==> src/rtl/i2cb_pkg.sv <==
package i2cb_pkg;
  typedef enum logic [1:0] {
    OP_START = 2'd0,
    OP_STOP  = 2'd1,
    OP_WRITE = 2'd2,
    OP_READ  = 2'd3
  } op_e;

  typedef enum logic [3:0] {
    ST_IDLE,
    ST_S_REL,
    ST_S_WAIT,
    ST_S_D1,
    ST_S_D2,
    ST_P_D1,
    ST_P_WAIT,
    ST_P_D2,
    ST_B_NEXT,
    ST_B_D1,
    ST_B_WAIT,
    ST_B_D2
  } st_e;
endpackage

==> src/rtl/i2cb_sync.sv <==
module i2cb_sync #(
  parameter int N      = 2,
  parameter int STAGES = 2
) (
  input  logic         clk,
  input  logic         rst,
  input  logic [N-1:0] d_in,
  output logic [N-1:0] q_out
);
  for (genvar i = 0; i < N; i++) begin : g_line
    logic [STAGES-1:0] sh_q;
    always_ff @(posedge clk) begin
      if (rst) sh_q <= '1;
      else     sh_q <= {sh_q[STAGES-2:0], d_in[i]};
    end
    assign q_out[i] = sh_q[STAGES-1];
  end
endmodule

==> src/rtl/i2cb_delay_calc.sv <==
module i2cb_delay_calc #(
  parameter int FREQ_W      = 32,
  parameter int DLY_W       = 16,
  parameter int DIVISOR     = 2400000,
  parameter int OFFSET      = 7,
  parameter int DEFAULT_DLY = 44
) (
  input  logic              clk,
  input  logic              rst,
  input  logic [FREQ_W-1:0] freq_in,
  output logic [DLY_W-1:0]  dly_out
);
  localparam int CNT_W = $clog2(FREQ_W + 1);
  localparam logic [FREQ_W:0]   DIV_V = (FREQ_W + 1)'(DIVISOR);
  localparam logic [FREQ_W-1:0] OFF_V = FREQ_W'(OFFSET);
  localparam logic [FREQ_W-1:0] MAX_V = FREQ_W'((64'd1 << DLY_W) - 64'd1);

  logic [FREQ_W-1:0] seen_q, quo_q, quo_nx;
  logic [FREQ_W:0]   rem_q, rem_sh, rem_nx;
  logic [CNT_W-1:0]  cnt_q;
  logic              run_q, ge;
  logic [DLY_W-1:0]  dly_q;

  function automatic logic [DLY_W-1:0] clamp(input logic [FREQ_W-1:0] q);
    logic [FREQ_W-1:0] diff;
    diff = q - OFF_V;
    if (q <= OFF_V)      return DLY_W'(1);
    else if (diff > MAX_V) return '1;
    else                 return diff[DLY_W-1:0];
  endfunction

  always_comb begin
    rem_sh = {rem_q[FREQ_W-1:0], quo_q[FREQ_W-1]};
    ge     = (rem_sh >= DIV_V);
    rem_nx = ge ? (rem_sh - DIV_V) : rem_sh;
    quo_nx = {quo_q[FREQ_W-2:0], ge};
  end

  always_ff @(posedge clk) begin
    if (rst) begin
      seen_q <= '0;
      quo_q  <= '0;
      rem_q  <= '0;
      cnt_q  <= '0;
      run_q  <= 1'b0;
      dly_q  <= DLY_W'(DEFAULT_DLY);
    end else if (freq_in != seen_q && freq_in != '0) begin
      seen_q <= freq_in;
      quo_q  <= freq_in;
      rem_q  <= '0;
      cnt_q  <= CNT_W'(FREQ_W);
      run_q  <= 1'b1;
    end else if (run_q) begin
      rem_q <= rem_nx;
      quo_q <= quo_nx;
      cnt_q <= cnt_q - CNT_W'(1);
      if (cnt_q == CNT_W'(1)) begin
        run_q <= 1'b0;
        dly_q <= clamp(quo_nx);
      end
    end
  end

  assign dly_out = dly_q;

  assert_dly_floor_R2: assert property (@(posedge clk) disable iff (rst)
    dly_q != '0);
  assert_zero_keeps_R2: assert property (@(posedge clk) disable iff (rst)
    (freq_in == '0 && !run_q) |=> $stable(dly_q));
endmodule

==> src/rtl/i2cb_seq.sv <==
module i2cb_seq
  import i2cb_pkg::*;
#(
  parameter int DLY_W  = 16,
  parameter int DATA_W = 8
) (
  input  logic              clk,
  input  logic              rst,
  input  logic              cmd_valid,
  input  logic [1:0]        cmd_op,
  input  logic [DATA_W-1:0] cmd_byte,
  input  logic              cmd_ack,
  input  logic [DLY_W-1:0]  dly_in,
  input  logic              sda_s,
  input  logic              scl_s,
  output logic              busy,
  output logic              done,
  output logic [DATA_W-1:0] rx_byte,
  output logic              ack_seen,
  output logic              sda_low,
  output logic              scl_low
);
  localparam int SLOT_W = $clog2(DATA_W + 1);
  localparam logic [SLOT_W-1:0] LAST = SLOT_W'(DATA_W);

  st_e               st;
  op_e               op_q;
  logic [DATA_W-1:0] shf_q, rx_q;
  logic              mack_q, ack_q, busy_q, done_q, sda_low_q, scl_low_q;
  logic [SLOT_W-1:0] slot_q;
  logic [DLY_W-1:0]  cnt_q, dly_q;
  logic              slot_bit, cnt_zero;

  always_comb begin
    if (slot_q == LAST) slot_bit = (op_q == OP_READ) ? !mack_q : 1'b1;
    else                slot_bit = (op_q == OP_WRITE) ? shf_q[DATA_W-1] : 1'b1;
  end
  assign cnt_zero = (cnt_q == '0);

  always_ff @(posedge clk) begin
    if (rst) begin
      st        <= ST_IDLE;
      op_q      <= OP_START;
      shf_q     <= '0;
      rx_q      <= '0;
      mack_q    <= 1'b0;
      ack_q     <= 1'b0;
      busy_q    <= 1'b0;
      done_q    <= 1'b0;
      sda_low_q <= 1'b0;
      scl_low_q <= 1'b0;
      slot_q    <= '0;
      cnt_q     <= '0;
      dly_q     <= DLY_W'(1);
    end else begin
      done_q <= 1'b0;
      case (st)
        ST_IDLE: if (cmd_valid) begin
          op_q   <= op_e'(cmd_op);
          shf_q  <= cmd_byte;
          mack_q <= cmd_ack;
          dly_q  <= dly_in;
          slot_q <= '0;
          busy_q <= 1'b1;
          case (op_e'(cmd_op))
            OP_START: begin sda_low_q <= 1'b0; st <= ST_S_REL; end
            OP_STOP:  begin
              sda_low_q <= 1'b1;
              cnt_q     <= dly_in - DLY_W'(1);
              st        <= ST_P_D1;
            end
            default:  st <= ST_B_NEXT;
          endcase
        end
        ST_S_REL: begin scl_low_q <= 1'b0; st <= ST_S_WAIT; end
        ST_S_WAIT: if (scl_s) begin cnt_q <= dly_q - DLY_W'(1); st <= ST_S_D1; end
        ST_S_D1: if (cnt_zero) begin
          sda_low_q <= 1'b1;
          cnt_q     <= dly_q - DLY_W'(1);
          st        <= ST_S_D2;
        end else cnt_q <= cnt_q - DLY_W'(1);
        ST_S_D2: if (cnt_zero) begin
          scl_low_q <= 1'b1;
          st        <= ST_IDLE;
          busy_q    <= 1'b0;
          done_q    <= 1'b1;
        end else cnt_q <= cnt_q - DLY_W'(1);
        ST_P_D1: if (cnt_zero) begin
          scl_low_q <= 1'b0;
          st        <= ST_P_WAIT;
        end else cnt_q <= cnt_q - DLY_W'(1);
        ST_P_WAIT: if (scl_s) begin cnt_q <= dly_q - DLY_W'(1); st <= ST_P_D2; end
        ST_P_D2: if (cnt_zero) begin
          sda_low_q <= 1'b0;
          st        <= ST_IDLE;
          busy_q    <= 1'b0;
          done_q    <= 1'b1;
        end else cnt_q <= cnt_q - DLY_W'(1);
        ST_B_NEXT: begin
          sda_low_q <= !slot_bit;
          cnt_q     <= dly_q - DLY_W'(1);
          st        <= ST_B_D1;
        end
        ST_B_D1: if (cnt_zero) begin
          scl_low_q <= 1'b0;
          st        <= ST_B_WAIT;
        end else cnt_q <= cnt_q - DLY_W'(1);
        ST_B_WAIT: if (scl_s) begin cnt_q <= dly_q - DLY_W'(1); st <= ST_B_D2; end
        ST_B_D2: if (cnt_zero) begin
          scl_low_q <= 1'b1;
          if (slot_q == LAST) begin
            if (op_q == OP_WRITE) ack_q <= !sda_s;
            if (op_q == OP_READ)  rx_q  <= shf_q;
            st     <= ST_IDLE;
            busy_q <= 1'b0;
            done_q <= 1'b1;
          end else begin
            shf_q  <= {shf_q[DATA_W-2:0], sda_s};
            slot_q <= slot_q + SLOT_W'(1);
            st     <= ST_B_NEXT;
          end
        end else cnt_q <= cnt_q - DLY_W'(1);
        default: st <= ST_IDLE;
      endcase
    end
  end

  assign busy     = busy_q;
  assign done     = done_q;
  assign rx_byte  = rx_q;
  assign ack_seen = ack_q;
  assign sda_low  = sda_low_q;
  assign scl_low  = scl_low_q;

  assert_done_pulse_R9: assert property (@(posedge clk) disable iff (rst)
    done_q |=> !done_q);
  assert_stretch_hold_R7: assert property (@(posedge clk) disable iff (rst)
    (st == ST_B_WAIT && !scl_s) |=> (st == ST_B_WAIT));
  assert_data_stable_R5: assert property (@(posedge clk) disable iff (rst)
    (st == ST_B_D2) |-> $stable(sda_low_q));
  assert_busy_ignore_R8: assert property (@(posedge clk) disable iff (rst)
    (busy_q && cmd_valid) |=> ($stable(op_q) && $stable(dly_q)));
  assert_start_order_R3: assert property (@(posedge clk) disable iff (rst)
    (st == ST_S_D2) |-> (sda_low_q && !scl_low_q));
  assert_stop_order_R4: assert property (@(posedge clk) disable iff (rst)
    (st == ST_P_D2) |-> (sda_low_q && !scl_low_q));
endmodule

==> src/rtl/i2c_od_bit_engine.sv <==
module i2c_od_bit_engine #(
  parameter int FREQ_W      = 32,
  parameter int DLY_W       = 16,
  parameter int DATA_W      = 8,
  parameter int SYNC_STAGES = 2,
  parameter int DIVISOR     = 2400000,
  parameter int OFFSET      = 7,
  parameter int DEFAULT_DLY = 44
) (
  input  logic              clk,
  input  logic              rst,
  input  logic [FREQ_W-1:0] sys_freq_hz,
  input  logic              cmd_valid,
  input  logic [1:0]        cmd_op,
  input  logic [DATA_W-1:0] cmd_byte,
  input  logic              cmd_ack,
  output logic              busy,
  output logic              done,
  output logic [DATA_W-1:0] rx_byte,
  output logic              ack_seen,
  input  logic              sda_in,
  input  logic              scl_in,
  output logic              sda_drive_low,
  output logic              scl_drive_low
);
  logic [DLY_W-1:0] dly;
  logic [1:0]       lines_s;

  i2cb_delay_calc #(
    .FREQ_W(FREQ_W), .DLY_W(DLY_W), .DIVISOR(DIVISOR),
    .OFFSET(OFFSET), .DEFAULT_DLY(DEFAULT_DLY)
  ) u_dly (
    .clk(clk), .rst(rst), .freq_in(sys_freq_hz), .dly_out(dly)
  );

  i2cb_sync #(.N(2), .STAGES(SYNC_STAGES)) u_sync (
    .clk(clk), .rst(rst), .d_in({scl_in, sda_in}), .q_out(lines_s)
  );

  i2cb_seq #(.DLY_W(DLY_W), .DATA_W(DATA_W)) u_seq (
    .clk(clk), .rst(rst),
    .cmd_valid(cmd_valid), .cmd_op(cmd_op), .cmd_byte(cmd_byte), .cmd_ack(cmd_ack),
    .dly_in(dly), .sda_s(lines_s[0]), .scl_s(lines_s[1]),
    .busy(busy), .done(done), .rx_byte(rx_byte), .ack_seen(ack_seen),
    .sda_low(sda_drive_low), .scl_low(scl_drive_low)
  );
endmodule

==> config.mk <==
export PLATFORM = sky130hd
export DESIGN_NAME = i2c_od_bit_engine
export DESIGN_NICKNAME = d
export VERILOG_FILES = /design/src/rtl/i2cb_pkg.sv /design/src/rtl/i2cb_sync.sv /design/src/rtl/i2cb_delay_calc.sv /design/src/rtl/i2cb_seq.sv /design/src/rtl/i2c_od_bit_engine.sv
export SDC_FILE = /design/constraint.sdc
export NUM_CORES = 1
export LEC_CHECK = 0
export BUFFER_PORTS_ARGS = -buffer_cell sky130_fd_sc_hd__buf_4
export CAP_MARGIN = 10
export CORE_MARGIN = 2
export CORE_UTILIZATION = 50
export CTS_BUF_LIST = sky130_fd_sc_hd__clkbuf_4 sky130_fd_sc_hd__clkbuf_8 sky130_fd_sc_hd__clkbuf_16
export DETAILED_ROUTE_END_ITERATION = 16
export PLACE_DENSITY = 0.68
export SETUP_SLACK_MARGIN = 0.15
export SYNTH_ARGS = -nofsm -noshare
export SYNTH_HDL_FRONTEND = slang
export SYNTH_HIERARCHICAL = 1
export SYNTH_SLANG_ARGS = --single-unit
==> constraint.sdc <==
create_clock -name clk -period 5.4 [get_ports clk]
set_clock_uncertainty 0.05 [all_clocks]
set_input_delay 0.54 -clock clk [delete_from_list [all_inputs] [get_ports clk]]
set_output_delay 0.54 -clock clk [all_outputs]
set_load 0.03 [all_outputs]
==> impl_metrics.csv, run 1 <==
group,metric,value,unit
worst_setup_path,critPathMostFrequentCell,"or3_4",
synth,ys_ff_latch,187,
synth,netlist_area,10080,sq um
worst_setup_path,end_kind,"register",
detailed_routing,drc,0,
global_routing,grt_pass1_wl,38900,microns
worst_setup_path,cp_top_family,"simple AND/OR/NAND/NOR gates",
global_routing,overflow,0,
outcome,outcome,"complete, no violations",
sta,hold_ws,0.2435,ns
synth,syn_inst,1214,
sta,finalSetupViolations,0,
clocking,post-cts-setup-buffers,0,
synth,yosysWarningCount,6,
finish,antenna_cells,0,
detailed_routing,viasPerCell,5.713,
placed_design,dp_hpwl,15720,microns
die,pin_count,61,
detailed_routing,routed_wl,23210,microns
detailed_routing,dr_total_vias,8569,
sta,drv_slew,0,
clocking,clk_pin_slew,0.07,ns
worst_setup_path,crit_type,"register to register",
sta,finalCriticalPeriod,4.345,ns
synth,synth-edff-count,0,
global_routing,grt_max_degree,77,
clocking,ctsResizeCount,0,
clocking,cts_root_buf,"clkbuf_16",
synth,yosysUniqueCellTypes,76,
worst_setup_path,cp_cell_sequence,"or4_4 > or3_4 > or3_4 > a21o_2 > ha_1 > and2_1 > or3_1 > o21a_1 > nor4_4 > o2111ai_4 > nor4_1 > o21ai_1",
synth,async_flop_share,0,
die,fp.dieH,146.0,microns
sta,tns,0,ns
power,peakVddDrop,226.7,uV
detailed_routing,firstDrtPassIters,5,
sta,max-slew-margin-rel,0.3161,
finish,nFillCells,1917,
finish,final_area,11170,sq um
power,powerDensity,373.1,nW/um^2
flow_run,cap_violations,0,
finish,nets,1280,
global_routing,grt_util_all_layers,0.2178,
detailed_routing,routedWlPerCell,15.47,microns
synth,syn_avg_cell_area,8.303,sq um
power,power.leakage,4.342,nW
die,dieWidth,146.0,microns
placed_design,port-buffer-count,60,
placed_design,place_congestion,0.8392,
die,dieArea,21310,sq um
synth,synth_nets,1271,
finish,area_growth,10.80,%
detailed_routing,drtIter0Drc,591,
worst_hold_path,hold_class,"input port to register",
worst_setup_path,cp_data_required_time,5.66,ns
finish,drive_gt1_frac,0.1093,
clocking,worstSkewPairLatency,0.44,ns
clocking,cts_max_path_buffers,2,
clocking,cts_tree,"built",
sta,finalCritPeriodShare,0.8046,
worst_setup_path,cp.buffers_inverters,0,
die,coreArea,19650,sq um
sta,fmax,0.2302,GHz
clocking,cts_inserted_buffers,17,
detailed_routing,postRouteAntennaNets,0,
finish,final_cell_mix,"nor2_1 (203), dfxtp_1 (186), mux2i_1 (89), xnor2_1 (83), a21oi_1 (83)",
sta,rsz0062_at_grt,"false",
worst_setup_path,slowest_delay,0.57,ns
sta,tightest_slew,1.024,ns
global_routing,grt_pass1_vias,7892,
global_routing,antenna_found_initial,0,
synth,synth_ff_type,"dfxtp_1",
finish,final_core_util,0.5682,
worst_setup_path,slowest_stage,"or4_4",
placed_design,post_dp_cell_area,10600,sq um
finish,layout_commonest_cell,"nor2_1",
worst_setup_path,crit_path_start_kind,"register",
die,num_rows,51,
synth,seq_area_frac_synth,0.3714,
clocking,cts.sinks,187,
worst_setup_path,critPathArrivalTime,4.60,ns
sta,hold_viol_final,0,
clocking,h-tree-depth,4,
die,initial_core_util,0.5129,
clocking,cts_hold_buf,0,
worst_setup_path,cp_max_fo,13,
## per-stage QoR
stage | setup WS, ns | cells | total power, mW
2_1_floorplan | 1.257 | 1214 | 2.674
4_1_cts | 1.106 | 1500 | 4.181
5_1_grt | 0.9029 | 1500 | 4.429
3_3_place_gp | 1.211 | 1469 | 2.940
3_5_place_dp | 1.113 | 1469 | 2.951
6_report | 1.055 | 1500 | 4.167
## worst paths after layout
check / from / end / slack, ns / depth (start not counted)
min: scl_in / u_sync/g_line[1].sh_q[0]$_SDFF_PP1_ / 0.24 / 2
max reg2reg: u_dly/rem_q[23]$_SDFFE_PP0P_ / u_dly/dly_out[6]$_SDFFE_PP0P_ / 1.06 / 12
max: u_dly/rem_q[23]$_SDFFE_PP0P_ / u_dly/dly_out[6]$_SDFFE_PP0P_ / 1.06 / 12
min reg2reg: u_sync/g_line[0].sh_q[0]$_SDFF_PP1_ / u_sync/g_line[0].sh_q[1]$_SDFF_PP1_ / 0.37 / 1
## power by group
| group | internal [mW] | switching [mW] | total (mW) |
|---|---|---|---|
| Sequential | 1.50 | 0.167 | 1.67 |
| Combinational | 0.522 | 0.746 | 1.27 |
| Clock | 0.663 | 0.566 | 1.23 |
| Total | 2.69 | 1.48 | 4.17 |
## cell usage after synthesis, types with 20 or more instances
| cell type | instances | area share |
|---|---|---|
| nor2_1 | 203 | 0.076 |
| clkbuf_1 | 58 | 0.022 |
| nand2_1 | 79 | 0.029 |
| xnor2_1 | 83 | 0.072 |
| a211oi_1 | 36 | 0.027 |
| xor2_1 | 24 | 0.021 |
| o21ai_0 | 30 | 0.015 |
| a21oi_1 | 84 | 0.042 |
| mux2i_1 | 89 | 0.088 |
| nor4_1 | 38 | 0.024 |
| nor3_1 | 39 | 0.019 |
| dfxtp_1 | 187 | 0.37 |
| inv_1 | 20 | 0.0074 |
## cell families after synthesis
logic type	after synthesis	synth area share
flip-flops	187	0.3714
buffers and inverters	99	0.04084
AO/OA/AOI/OAI	242	0.1583
adder cells (fa/ha/maj)	9	0.01117
multiplexers	91	0.09062
XOR/XNOR	107	0.09297
AND/OR/NAND/NOR	479	0.2347
## registers in the layout, summed over array words and instances, names as in the netlist, 2 cells and up
| name | count |
|---|---|
| u_dly/quo_q | 32 |
| u_dly/rem_q | 32 |
| u_dly/seen_q | 32 |
| u_dly/dly_out | 16 |
| u_seq/cnt_q | 16 |
| u_seq/dly_q | 16 |
| u_seq/rx_byte | 8 |
| u_seq/shf_q | 8 |
| u_dly/cnt_q | 6 |
| u_seq/slot_q | 4 |
| u_seq/st | 4 |
| u_sync/g_line.sh_q | 4 |
| u_seq/op_q | 2 |
## per-layer routing
metal  track usage  share of wire
met5             0              0
met4       0.05583          0.010
met3       0.03856          0.038
met2        0.3592           0.47
met1        0.2961           0.49
## area by class of cell
class	instances	area (sq um)	share of cell area
Multi-Input combinational cell	928	5936	0.5315
Tap cell	265	331.6	0.02969
Timing Repair Buffer	67	503.0	0.04504
Inverter	22	82.58	0.007394
Sequential cell	187	3747	0.3355
Clock buffer	19	452.9	0.04056
Clock inverter	12	115.1	0.01031
Note: power is estimated with default switching activity, not from simulation.
==> run 2, diff against run 1 <==
--- a/config.mk
+++ b/config.mk
@@ -5,13 +5,14 @@
 export SDC_FILE = /design/constraint.sdc
 export NUM_CORES = 1
 export LEC_CHECK = 0
+export ABC_AREA = 1
 export BUFFER_PORTS_ARGS = -buffer_cell sky130_fd_sc_hd__buf_4
 export CAP_MARGIN = 10
 export CORE_MARGIN = 2
 export CORE_UTILIZATION = 50
 export CTS_BUF_LIST = sky130_fd_sc_hd__clkbuf_4 sky130_fd_sc_hd__clkbuf_8 sky130_fd_sc_hd__clkbuf_16
 export DETAILED_ROUTE_END_ITERATION = 16
-export PLACE_DENSITY = 0.68
+export PLACE_DENSITY = 0.7
 export SETUP_SLACK_MARGIN = 0.15
 export SYNTH_ARGS = -nofsm -noshare
 export SYNTH_HDL_FRONTEND = slang
==> constraint.sdc (replaced) <==
create_clock -name clk -period 3.8 [get_ports clk]
set_clock_uncertainty 0.05 [all_clocks]
set_input_delay 0.38 -clock clk [delete_from_list [all_inputs] [get_ports clk]]
set_output_delay 0.38 -clock clk [all_outputs]
set_load 0.03 [all_outputs]
==> run 2 against run 1 <==
  * Combinational power rose by 72%
  * Worst hold slack got worse by 0.16 ns
  * Via count increased by 26%
  * Core utilization shrank 0.76 points
  * Routed wire length is 28% higher
  * Die area is 9.0% higher
  * Worst setup slack got worse by 0.60 ns
  * Global-route usage grew 3.7 points
  * Power is 52% higher
  * Synthesized area rose by 9.2%
  * Critical endpoint is now u_dly/dly_out[2]$_SDFFE_PP1P_
==> impl_metrics.csv, run 2 <==
group,metric,value,unit
worst_setup_path,end_kind,"register",
detailed_routing,drtIter0Drc,908,
clocking,cts_hold_buf,0,
die,dieWidth,152.4,microns
die,pin_count,61,
global_routing,overflow,0,
detailed_routing,dr_total_vias,10780,
synth,async_flop_share,0,
power,p_sw_frac,0.4051,
worst_hold_path,hold_start,"sda_in",
placed_design,post_dp_cell_area,11560,sq um
finish,layout_commonest_cell,"nand2_1",
detailed_routing,drc,0,
clocking,cts_max_path_buffers,2,
worst_hold_path,hold_class,"input port to register",
finish,area_growth,10.43,%
sta,fmax,0.2993,GHz
finish,multi_input_comb_area,6150,sq um
flow_run,cap_violations,0,
finish,seqCellArea,3745,sq um
power,p_sw,2.564,mW
placed_design,dp_hpwl,21750,microns
worst_setup_path,critPathArrivalTime,3.63,ns
synth,synth-edff-count,0,
sta,hold_ws,0.07998,ns
die,coreArea,21690,sq um
finish,final_core_util,0.5606,
clocking,cts.sinks,187,
global_routing,grt_util_all_layers,0.2549,
global_routing,grt_pass1_wl,49080,microns
synth,synthTopCellsByCount,"nand2_1 (405), dfxtp_1 (187), inv_1 (186), nor2_1 (177), a21oi_1 (119)",
power,comb_power_share,0.344,
clocking,ctsResizeCount,0,
sta,tns,0,ns
power,peakVddDrop,333.8,uV
finish,reg.largest.list,"u_dly/quo_q: 32 flops, u_dly/rem_q: 32 flops, u_dly/seen_q: 32 flops",
worst_setup_path,critPathMostFrequentCell,"nand2_1",
global_routing,grt_pass1_vias,10010,
synth,synth.area.top_cells,"dfxtp_1 (34%), nand2_1 (14%), inv_1 (6.3%)",
sta,finalCritPeriodShare,0.8794,
clocking,h-tree-depth,4,
finish,nFillCells,2174,
global_routing,grt_max_degree,49,
synth,netlist_area,11010,sq um
synth,yosysUniqueCellTypes,51,
clocking,cts_tree,"built",
worst_setup_path,cp_cell_sequence,"ha_1 > nand2_1 > inv_1 > nand4_1 > nor2_1 > nand2_1 > nand3_4 > ha_1 > nand2_1 > nand2_1 > nor2_2 > nand2_1 > o21ai_1 > nand2_1 > nor2_1 > nand2_1 > nor2_1 > nand3_1 > nor2_4 > nand3_2 > o21ai_1 > nand2_1",
detailed_routing,viasPerCell,5.412,
synth,syn_inst,1670,
synth,synth_most_common_cell,"nand2_1",
power,powerDensity,520.6,nW/um^2
detailed_routing,postRouteAntennaNets,0,
die,dieArea,23220,sq um
power,power.internal,3.766,mW
worst_setup_path,cp_data_required_time,4.08,ns
placed_design,place_inst,1959,
outcome,outcome,"complete, no violations",
sta,finalSetupViolations,0,
power,power.share.sequential,0.373,
finish,nets,1755,
synth,yosys.area.top_type,"dfxtp_1",
worst_setup_path,crit_type,"register to register",
power,power.leakage,5.350,nW
sta,max-slew-margin-rel,0.3510,
sta,tightest_slew,0.9725,ns
sta,finalCriticalPeriod,3.342,ns
detailed_routing,firstDrtPassIters,5,
die,num_rows,54,
synth,syn_avg_cell_area,6.593,sq um
detailed_routing,routed_wl,29670,microns
worst_setup_path,critPathLaunch,"u_dly/rem_q[7]$_SDFFE_PP0P_",
clocking,clk_pin_slew,0.07,ns
sta,fin_ws,0.4585,ns
power,pwr-share-clk,0.283,
placed_design,place_ws,0.4910,ns
clocking,cts_root_buf,"clkbuf_16",
die,initial_core_util,0.5077,
clocking,post-cts-setup-buffers,0,
worst_setup_path,crit_path_start_kind,"register",
placed_design,place_congestion,0.9448,
synth,yosysTopAreaCellShare,0.3400,
power,finalPower,6.330,mW
synth,seq_area_frac_synth,0.3400,
synth,yosysWarningCount,6,
synth,ys_ff_latch,187,
synth,synth_nets,1727,
worst_setup_path,slowest_stage,"dfxtp_1",
sta,hold_viol_final,0,
finish,antenna_cells,0,
clocking,worstSkewPairLatency,0.44,ns
worst_setup_path,cp_max_fo,13,
finish,final_area,12160,sq um
placed_design,port-buffer-count,60,
sta,drv_slew,0,
finish,drive_gt1_frac,0.1110,
die,fp.dieH,152.4,microns
detailed_routing,routedWlPerCell,14.90,microns
finish,final_cell_mix,"nand2_1 (405), inv_1 (186), dfxtp_1 (186), nor2_1 (177), a21oi_1 (119)",
worst_setup_path,slowest_delay,0.35,ns
global_routing,antenna_found_initial,0,
clocking,cts_inserted_buffers,17,
worst_setup_path,r2r_start,"u_dly/rem_q[7]$_SDFFE_PP0P_",
synth,synth_ff_type,"dfxtp_1",
sta,rsz0062_at_grt,"false",
finish,final_cells,1991,
[run 2: cells by family (layout without fill, tap and decap cells)]
family | count (synthesis) | in the layout | synth area share
buffers and inverters | 265 | 306 | 0.1015
XOR/XNOR | 73 | 73 | 0.05807
AO/OA/AOI/OAI | 309 | 309 | 0.1549
flip-flops | 187 | 187 | 0.3400
adder cells (fa/ha/maj) | 9 | 9 | 0.01023
AND/OR/NAND/NOR | 827 | 827 | 0.3353
[run 2: power by group through the flow]
stage | Clock (mW) | Sequential, mW | Combinational (mW)
final | 1.79 | 2.36 | 2.18
after detailed placement | 0 | 2.40 | 2.14
after global placement | 0 | 2.40 | 2.12
after floorplan | 0 | 2.37 | 1.77
after global routing | 1.89 | 2.39 | 2.46
after CTS | 1.82 | 2.36 | 2.15
[run 2: layout make-up]
cell class / count / share of cell area
well taps: 280 / 0.02881
clock inverters: 13 / 0.01214
flip-flops and latches: 187 / 0.3080
multi-input cells: 1218 / 0.5058
inverters: 201 / 0.06246
repair buffers: 73 / 0.04610
clock buffers: 19 / 0.03674
[run 2: critical path, delay by kind of cell (launching register included)]
kind | cells | cell delay [ns]
compound gates | 2 | 0.28
fa+ha+maj | 2 | 0.43
buf+inv | 1 | 0.06
flops | 1 | 0.35
simple gates | 17 | 2.03
[run 2: metal layers]
layer	up-vias	share of wire	GRT usage
met5	-	0	0
met1	4919	0.45	0.3335
met3	46	0.053	0.04778
met2	331	0.48	0.4260
met4	0	0.023	0.08233
li1	5479	-	-
[run 2: path summary, 6_finish.rpt]
check | end | slack, ns | cells after the start
max | u_dly/dly_out[2]$_SDFFE_PP1P_ | 0.46 | 22
min | u_sync/g_line[0].sh_q[0]$_SDFF_PP1_ | 0.08 | 3
max reg2reg | u_dly/dly_out[2]$_SDFFE_PP1P_ | 0.46 | 22
min reg2reg | u_sync/g_line[0].sh_q[1]$_SDFF_PP1_ | 0.36 | 2
==> run 3, diff against run 2 <==
--- a/config.mk
+++ b/config.mk
@@ -12,7 +12,7 @@
 export CORE_UTILIZATION = 50
 export CTS_BUF_LIST = sky130_fd_sc_hd__clkbuf_4 sky130_fd_sc_hd__clkbuf_8 sky130_fd_sc_hd__clkbuf_16
 export DETAILED_ROUTE_END_ITERATION = 16
-export PLACE_DENSITY = 0.7
+export PLACE_DENSITY_LB_ADDON = 0.25
 export SETUP_SLACK_MARGIN = 0.15
 export SYNTH_ARGS = -nofsm -noshare
 export SYNTH_HDL_FRONTEND = slang
==> run 3 against run 2 <==
  * Sequential power about the same
  * Die area stayed put
  * Worst hold slack improved by 0.011 ns
==> impl_metrics.csv, run 3 (same netlist as run 2, synthesis figures left out) <==
group,metric,value,unit
finish,multi_input_comb_area,6168,sq um
worst_setup_path,end_kind,"register",
sta,hold_viol_final,0,
finish,area_growth,10.16,%
sta,tns,0,ns
sta,max-slew-margin-rel,0.3897,
global_routing,grt_pass1_vias,10070,
sta,tightest_slew,0.9144,ns
worst_setup_path,r2r_start,"u_dly/rem_q[7]$_SDFFE_PP0P_",
clocking,worstSkewPairLatency,0.44,ns
clocking,cts_hold_buf,0,
detailed_routing,firstDrtPassIters,5,
worst_setup_path,critPathArrivalTime,3.54,ns
worst_setup_path,cp_cell_sequence,"ha_1 > nand2_1 > inv_1 > nand4_1 > nor2_1 > nand2_1 > nand3_4 > ha_1 > nand2_1 > nand2_1 > nor2_4 > nand2_1 > o21ai_1 > nand2_1 > nor2_1 > nand2_1 > nor2_1 > nand3_2 > nor2_4 > nand3_2 > o21ai_1 > nand2_1",
placed_design,dp_hpwl,21670,microns
detailed_routing,viasPerCell,5.412,
global_routing,grt_max_degree,49,
die,dieWidth,152.4,microns
die,num_rows,54,
detailed_routing,dr_total_vias,10770,
worst_setup_path,cp.buffers_inverters,1,
detailed_routing,routedWlPerCell,14.87,microns
clocking,cts_inserted_buffers,17,
sta,finalSetupViolations,0,
clocking,clk_pin_slew,0.07,ns
die,fp.dieH,152.4,microns
clocking,post-cts-setup-buffers,0,
worst_hold_path,hold_start,"sda_in",
global_routing,grt_pass1_wl,49160,microns
worst_setup_path,r2r-end,"u_dly/dly_out[2]$_SDFFE_PP1P_",
worst_setup_path,critPathMostFrequentCell,"nand2_1",
placed_design,port-buffer-count,60,
clocking,cts.sinks,187,
clocking,cts_root_buf,"clkbuf_16",
placed_design,post_dp_cell_area,11540,sq um
worst_hold_path,whs_path_depth,3,
power,powerDensity,516.3,nW/um^2
detailed_routing,postRouteAntennaNets,0,
clocking,ctsResizeCount,0,
global_routing,overflow,0,
placed_design,place_congestion,0.9152,
sta,drv_slew,0,
finish,reg.largest.list,"u_dly/quo_q: 32 flops, u_dly/rem_q: 32 flops, u_dly/seen_q: 32 flops",
die,initial_core_util,0.5077,
global_routing,grt_util_all_layers,0.2538,
worst_setup_path,crit_path_start_kind,"register",
outcome,outcome,"complete, no violations",
sta,finalCritPeriodShare,0.8590,
clocking,cts_tree,"built",
detailed_routing,routed_wl,29590,microns
worst_setup_path,critPathLaunch,"u_dly/rem_q[7]$_SDFFE_PP0P_",
worst_setup_path,reg2reg_depth,22,
clocking,cts_max_path_buffers,2,
worst_setup_path,slowest_delay,0.35,ns
finish,final_cell_mix,"nand2_1 (405), inv_1 (186), dfxtp_1 (186), nor2_1 (176), a21oi_1 (119)",
sta,rsz0062_at_grt,"false",
worst_setup_path,crit_type,"register to register",
finish,final_area,12130,sq um
die,coreArea,21690,sq um
worst_setup_path,slowest_stage,"dfxtp_1",
die,pin_count,61,
worst_hold_path,hold_class,"input port to register",
finish,antenna_cells,0,
detailed_routing,drc,0,
global_routing,antenna_found_initial,0,
worst_setup_path,reg2reg_slack,0.54,ns
finish,nets,1755,
power,peakVddDrop,273.5,uV
worst_hold_path,min_to,"u_sync/g_line[0].sh_q[0]$_SDFF_PP1_",
finish,seqCellArea,3745,sq um
worst_setup_path,cp_data_required_time,4.08,ns
worst_setup_path,cp_top_family,"simple AND/OR/NAND/NOR gates",
sta,fmax,0.3064,GHz
finish,nFillCells,2101,
sta,finalCriticalPeriod,3.264,ns
finish,drive_gt1_frac,0.1117,
finish,layout_commonest_cell,"nand2_1",
worst_setup_path,cp_max_fo,7,
worst_setup_path,cp.depth,22,
die,dieArea,23220,sq um
detailed_routing,drtIter0Drc,806,
power,power.leakage,5.320,nW
clocking,h-tree-depth,4,
flow_run,cap_violations,0,
run 3: cell types whose count changed in the layout (fill, tap and decap cells not counted), moves of 2 or more:
cell	change
inv_8	+2
clkinv_8	-3
inv_6	-3
clkinvlp_4	+3
run 3: layer usage:
layer,track usage,part of all wire,vias up
met5,0,0,-
met4,0.08233,0.021,0
met3,0.03982,0.046,53
met2,0.4348,0.48,287
met1,0.3279,0.46,4941
li1,-,-,5488
run 3: final cells by class:
cell class                 count  share of cell area
multi-input combinational   1219              0.5086
clock buffer                  18             0.03621
clock inverter                13             0.01042
timing repair buffer          72             0.04456
sequential                   187              0.3087
inverter                     201             0.06262
tap                          280             0.02888
run 3: power by group:
| part | total (mW) | switching [mW] | internal [mW] |
|---|---|---|---|
| clock | 1.73 | 0.849 | 0.882 |
| combinational | 2.17 | 1.49 | 0.687 |
| sequential | 2.36 | 0.186 | 2.17 |
run 3: worst min-delay path: stages:
cell and delay, ns:
buf_4 0.08, inv_1 0.04, nand2_2 0.04
run 3: worst max path at each step:
stage                                    end  slack, ns
4_1_cts        u_dly/dly_out[2]$_SDFFE_PP1P_       0.47
3_3_place_gp   u_dly/dly_out[2]$_SDFFE_PP1P_       0.58
2_1_floorplan  u_dly/dly_out[6]$_SDFFE_PP0P_       0.57
6_report       u_dly/dly_out[2]$_SDFFE_PP1P_       0.54
5_1_grt        u_dly/dly_out[3]$_SDFFE_PP1P_       0.19
3_5_place_dp   u_dly/dly_out[2]$_SDFFE_PP1P_       0.51
run 3: through the flow:
stage                       util  total power, mW  hold WS [ns]  instances  setup slack (ns)
after floorplan                -            4.145        0.3365       1670            0.5719
after global placement    0.5323            4.509        0.3488       1958            0.5794
after detailed placement  0.5323            4.539        0.3659       1958            0.5140
after CTS                 0.5584            6.275       0.08035       1989            0.4704
after global routing      0.5592            6.679       0.08944       1990            0.1925
final                     0.5592            6.263       0.09118       1990            0.5358
